File: src/rtl/prio_accept_pkg.sv
package prio_accept_pkg;
  localparam int unsigned LVL_W   = 4;
  localparam int unsigned STAT_W  = LVL_W + 2;

  typedef struct packed {
    logic             hold;
    logic             gie;
    logic [LVL_W-1:0] lvl;
  } stat_t;
endpackage

File: src/rtl/prio_accept_arb.sv
module prio_accept_arb
  import prio_accept_pkg::*;
#(
  parameter int unsigned NUM_SRC = 8,
  localparam int unsigned IDX_W  = (NUM_SRC > 1) ? $clog2(NUM_SRC) : 1
) (
  input  logic [NUM_SRC-1:0]       pend,
  input  logic [NUM_SRC-1:0]       en,
  input  logic [NUM_SRC*LVL_W-1:0] lvl_vec,
  input  logic                     gie,
  input  logic [LVL_W-1:0]         cur_lvl,
  output logic                     win_vld,
  output logic [IDX_W-1:0]         win_idx,
  output logic [LVL_W-1:0]         win_lvl
);
  // Scanning upward with a strict compare keeps the lowest index on a tie.
  always_comb begin
    win_vld = 1'b0;
    win_idx = '0;
    win_lvl = '0;
    for (int i = 0; i < NUM_SRC; i++) begin
      if (gie && pend[i] && en[i] && (lvl_vec[i*LVL_W +: LVL_W] > cur_lvl) &&
          (!win_vld || (lvl_vec[i*LVL_W +: LVL_W] > win_lvl))) begin
        win_vld = 1'b1;
        win_idx = IDX_W'(i);
        win_lvl = lvl_vec[i*LVL_W +: LVL_W];
      end
    end
  end
endmodule

File: src/rtl/prio_accept_stack.sv
module prio_accept_stack #(
  parameter int unsigned DEPTH = 8,
  parameter int unsigned W     = 6,
  localparam int unsigned PTR_W = $clog2(DEPTH + 1)
) (
  input  logic         clk,
  input  logic         rst_n,
  input  logic         push,
  input  logic         pop,
  input  logic [W-1:0] din,
  output logic [W-1:0] top,
  output logic         full,
  output logic         empty
);
  logic [W-1:0]     mem [DEPTH];
  logic [PTR_W-1:0] cnt;

  assign full  = (cnt == PTR_W'(DEPTH));
  assign empty = (cnt == '0);
  assign top   = empty ? '0 : mem[cnt - 1'b1];

  always_ff @(posedge clk or negedge rst_n) begin
    if (!rst_n) begin
      cnt <= '0;
    end else if (push && !full) begin
      cnt <= cnt + 1'b1;
    end else if (pop && !empty) begin
      cnt <= cnt - 1'b1;
    end
  end

  for (genvar g = 0; g < DEPTH; g++) begin : g_slot
    always_ff @(posedge clk or negedge rst_n) begin
      if (!rst_n) begin
        mem[g] <= '0;
      end else if (push && !full && (cnt == PTR_W'(g))) begin
        mem[g] <= din;
      end
    end
  end
endmodule

File: src/rtl/prio_accept_ctrl.sv
module prio_accept_ctrl
  import prio_accept_pkg::*;
#(
  parameter int unsigned NUM_SRC   = 8,
  parameter int unsigned STK_DEPTH = 8,
  localparam int unsigned IDX_W    = (NUM_SRC > 1) ? $clog2(NUM_SRC) : 1
) (
  input  logic                     clk,
  input  logic                     rst_n,
  input  logic [NUM_SRC-1:0]       req_pend,
  input  logic [NUM_SRC-1:0]       req_en,
  input  logic [NUM_SRC*LVL_W-1:0] req_lvl,
  input  logic [NUM_SRC-1:0]       req_xfer,
  input  logic                     hw_trap,
  input  logic                     sw_trap,
  input  logic                     ret_strobe,
  input  logic                     wr_en,
  input  logic [LVL_W-1:0]         wr_lvl,
  input  logic                     wr_gie,
  input  logic                     wr_hold,
  output logic                     ack_valid,
  output logic [IDX_W-1:0]         ack_idx,
  output logic                     ack_xfer,
  output logic [LVL_W-1:0]         cur_lvl,
  output logic                     gie,
  output logic                     hold_en,
  output logic                     stk_err
);
  stat_t            stat_q, stat_d;
  logic             win_vld;
  logic [IDX_W-1:0] win_idx;
  logic [LVL_W-1:0] win_lvl;
  logic             push_req, push, pop, full, empty;
  logic [STAT_W-1:0] top_word;
  logic             ack_d, xfer_d, err_d;

  prio_accept_arb #(.NUM_SRC(NUM_SRC)) u_arb (
    .pend    (req_pend),
    .en      (req_en),
    .lvl_vec (req_lvl),
    .gie     (stat_q.gie),
    .cur_lvl (stat_q.lvl),
    .win_vld (win_vld),
    .win_idx (win_idx),
    .win_lvl (win_lvl)
  );

  prio_accept_stack #(.DEPTH(STK_DEPTH), .W(STAT_W)) u_stk (
    .clk   (clk),
    .rst_n (rst_n),
    .push  (push),
    .pop   (pop),
    .din   (stat_q),
    .top   (top_word),
    .full  (full),
    .empty (empty)
  );

  // Event order: hardware trap, software trap, return, acceptance, write.
  always_comb begin
    stat_d   = stat_q;
    push_req = 1'b0;
    pop      = 1'b0;
    ack_d    = 1'b0;
    xfer_d   = 1'b0;
    err_d    = stk_err;
    if (hw_trap) begin
      push_req   = 1'b1;
      stat_d.lvl = '1;
    end else if (sw_trap) begin
      push_req = 1'b1;
    end else if (ret_strobe) begin
      if (empty) begin
        err_d = 1'b1;
      end else begin
        pop    = 1'b1;
        stat_d = stat_t'(top_word);
      end
    end else if (win_vld) begin
      ack_d = 1'b1;
      if (req_xfer[win_idx]) begin
        xfer_d = 1'b1;
      end else begin
        push_req   = 1'b1;
        stat_d.lvl = win_lvl;
      end
    end else if (wr_en) begin
      stat_d.lvl  = wr_lvl;
      stat_d.gie  = wr_gie;
      stat_d.hold = wr_hold;
    end
    push = push_req && !full;
    if (push_req && full) err_d = 1'b1;
  end

  always_ff @(posedge clk or negedge rst_n) begin
    if (!rst_n) begin
      stat_q    <= '0;
      ack_valid <= 1'b0;
      ack_idx   <= '0;
      ack_xfer  <= 1'b0;
      stk_err   <= 1'b0;
    end else begin
      stat_q    <= stat_d;
      ack_valid <= ack_d;
      ack_idx   <= ack_d ? win_idx : '0;
      ack_xfer  <= xfer_d;
      stk_err   <= err_d;
    end
  end

  assign cur_lvl = stat_q.lvl;
  assign gie     = stat_q.gie;
  assign hold_en = stat_q.hold;
endmodule

File: config.mk
export PLATFORM = sky130hd
export DESIGN_NAME = prio_accept_ctrl
export DESIGN_NICKNAME = d
export VERILOG_FILES = /design/src/rtl/prio_accept_pkg.sv /design/src/rtl/prio_accept_arb.sv /design/src/rtl/prio_accept_stack.sv /design/src/rtl/prio_accept_ctrl.sv
export SDC_FILE = /design/constraint.sdc
export NUM_CORES = 1
export LEC_CHECK = 0
export ABC_AREA = 1
export BUFFER_PORTS_ARGS = -buffer_cell sky130_fd_sc_hd__buf_4
export CORE_UTILIZATION = 55
export DETAILED_ROUTE_END_ITERATION = 8
export GPL_ROUTABILITY_DRIVEN = 0
export GPL_TIMING_DRIVEN = 0
export PLACE_DENSITY = 0.77
export SYNTH_ARGS = -nofsm -noshare
export SYNTH_HDL_FRONTEND = slang
export SYNTH_SLANG_ARGS = --single-unit
File: constraint.sdc
create_clock -name clk -period 11.7 [get_ports clk]
set_clock_uncertainty 0.1 [all_clocks]
set_input_delay 1.755 -clock clk [delete_from_list [all_inputs] [get_ports clk]]
set_output_delay 1.755 -clock clk [all_outputs]
set_load 0.02 [all_outputs]
==> impl_metrics.csv <==
group,metric,value,unit
status,status,"completed",
synth,synth_edf_count,0,
synth,yosysMostFrequentCell,"nand2_1",
pwr,leakage,3.62,nW
sta,worst_pin_slew,795,ps
synth,ys_seq_area_share,29.6,%
global_routing,grt-ovfl-total,0,
worst_setup_path,required,11820,ps
pwr,power.density,224,nW/um^2
hold_path,whs_endpoint,"u_stk.mem[38]$_DFFE_PN0P_",
synth,synth_area_leaders,"dfrtp_1 (30%), nand2_1 (15%), ha_1 (15%)",
sta,hold_violations,0,
floorplan,fp.dieH,101,um
floorplan,dieArea,10200,um^2
hold_path,whs_path_depth,2,
routing,viasPerCell,5.74,
synth,synth.distinct_cells,44,
worst_setup_path,worst_path_most_repeated_cell,"nand2_1",
place,port_buffers,79,
synth,netlist_area,5420,um^2
worst_setup_path,reg2reg_to,"u_stk.mem[24]$_DFFE_PN0P_",
routing,drcViolationCount,0,
global_routing,grtUsageTotal,30.7,%
synth,synth_ff_type,"dfrtp_1",
finish,area_growth,23.3,%
routing,detail-route-antenna-nets,0,
routing,wl_per_cell,15.7,um
worst_setup_path,reg2reg_depth,83,
clock_network,cts_made_buffers,9,
worst_setup_path,rrSetupSlack,1050,ps
sta,fin_tns_setup,0,ps
hold_path,min_from,"u_stk.mem[38]$_DFFE_PN0P_",
floorplan,row_count,35,
global_routing,antenna_found_initial,0,
finish,final_nets,1011,
worst_setup_path,cp_max_fo,10,
pwr,peakVddDrop,0.000105,V
synth,synth-seq-cells,64,
floorplan,core_area,9370,um^2
synth,synth_common_cells,"nand2_1 (214), nand3_1 (88), inv_1 (84), dfrtp_1 (64), ha_1 (64)",
synth,synth_top_area_share,29.6,%
synth,syn_inst,771,
routing,dr.pass1.iters,8,
place,hpwl,11.4,mm
finish,postLayoutCellArea,6680,um^2
floorplan,io_pins,80,
worst_setup_path,cp-start-kind,"primary input",
place,place_ws,-456,ps
clock_network,cts.clk_slew.worst_paths,60,ps
routing,dr_total_vias,5797,
sta,slew_headroom,47.0,%
clock_network,htree_num_levels,3,
global_routing,grt_pass1_vias,5202,
global_routing,grt_pass1_wl,24.4,mm
clock_network,cts_sinks,64,
floorplan,start_util,57.8,%
clock_network,cts_tree,"done",
sta,hold_ws,373,ps
worst_setup_path,worstSetupPathType,"primary input to flop",
worst_setup_path,r2r_start,"cur_lvl[1]$_DFFE_PN0P_",
place,dpl_cell_area,6170,um^2
sta,fin_ws,582,ps
floorplan,die_w,101,um
sta,setup_viol_count_final,0,
synth,synth_warnings,0,
synth,avgSynthCellArea,7.03,um^2
worst_setup_path,cp_slowest_stage_delay,320,ps
worst_setup_path,crit_slowest_cell,"ha_1",
sta,fmax,89.9,MHz
finish,antenna_cells,0,
worst_setup_path,worst_ep_arrival_time,11240,ps
synth,ys_async_sr_fraction,100,%
global_routing,grt_max_degree,65,
clock_network,clockRootBuffer,"clkbuf_8",
clock_network,clk_latency,340,ps
clock_network,cts_hold_buf,0,
routing,drt_iter0_drc,460,
sta,finalCritPeriodShare,95.0,%
finish,layout-drive-gt1-share,20.1,%
worst_setup_path,end_kind,"flop",
routing,drt_wl_total,15.8,mm
job,max_cap_violations,0,
sta,final.min_clock_period,11120,ps
synth,yosys.area.top_type,"dfrtp_1",
clock_network,clock_path_buffers,2,
synth,syn-num-nets,903,
hold_path,hp-class,"flop to flop",
pwr,finalPower,0.00150,W
sta,slew_violations,0,
## per-layer routing
layer,track usage [%],share of wire [%],vias up
met2,49.8,46,303
met1,41.6,42,2678
li1,-,-,2774
met3,5.45,9.1,42
met4,10.1,3.0,0
met5,0,0,-
## report_power, final
part           switching [W]  internal [W]  total [W]
clock network      0.0000804     0.0000847   0.000165
registers          0.0000635      0.000320   0.000383
logic               0.000607      0.000340   0.000947
## cell type report
cell class | count | area (um^2)
tap | 129 | 161
buffer | 25 | 153
timing repair inverter | 1 | 6.26
clock inverter | 1 | 5.00
inverter | 88 | 338
multi-input combinational | 594 | 3520
sequential | 64 | 1600
clock buffer | 12 | 155
fill | 790 | 2690
timing repair buffer | 96 | 738
## placed cells by master, fill, tap and decap left out, types with 3 or more instances in the layout
cell type  count
inv_1         83
dfrtp_1       64
nand4_1        7
nor2_2         3
and2_1         7
or2_2          3
o21ai_2        4
nand2_4        9
ha_4           5
buf_4         96
o221ai_1       4
mux2i_1        4
nand2_2       19
clkbuf_8      11
buf_2          5
xor2_1         3
a21oi_1       36
nor2_1        58
nand3_1       85
nor3_1         5
o21ai_0       29
o311ai_0       7
inv_2          4
o21ai_1       15
ha_1          59
nand2_1      199
clkbuf_1      14
buf_6          5
o211ai_1      12
## cell families after synthesis
group | share of synthesized area (%)
AO/OA/AOI/OAI | 12.8
XOR/XNOR | 0.647
adder cells (fa/ha/maj) | 14.8
buffers and inverters | 8.80
flip-flops | 29.6
multiplexers | 0.739
AND/OR/NAND/NOR | 32.7
## worst max path at each step
stage	from	to	slack (ps)
after global placement	req_lvl[3]	u_stk.mem[29]$_DFFE_PN0P_	-120
after floorplan	req_lvl[3]	u_stk.mem[24]$_DFFE_PN0P_	1040
after CTS	req_lvl[3]	u_stk.mem[24]$_DFFE_PN0P_	10
final	req_lvl[1]	u_stk.mem[24]$_DFFE_PN0P_	580
after global routing	req_lvl[1]	u_stk.mem[24]$_DFFE_PN0P_	-150
after detailed placement	req_lvl[3]	u_stk.mem[24]$_DFFE_PN0P_	-460
## metrics by stage
step | utilization, % | std cells
3_3_place_gp | 65.8 | 979
5_1_grt | 71.3 | 1010
6_report | 71.3 | 1010
4_1_cts | 67.6 | 992
3_5_place_dp | 65.8 | 979
2_1_floorplan | - | 771
## state kept, by name, indices dropped and copies added, names as in the netlist
register	count
ack_idx	3
gie	1
hold_en	1
u_stk.cnt	4
stk_err	1
cur_lvl	4
ack_xfer	1
u_stk.mem	48
ack_valid	1
## critical path, delay by kind of cell
family | cells | cell delay, ps
fa+ha+maj | 8 | 2300
compound gates | 17 | 1860
simple gates | 49 | 4510
buf+inv | 8 | 820
## timing repair
action	in CTS	in global routing
pin swaps	0	21
resized for setup	1	53
buffers inserted	0	16
gates cloned	0	2
setup endpoints to repair	44	59
Power figures use the tool's default switching activity.
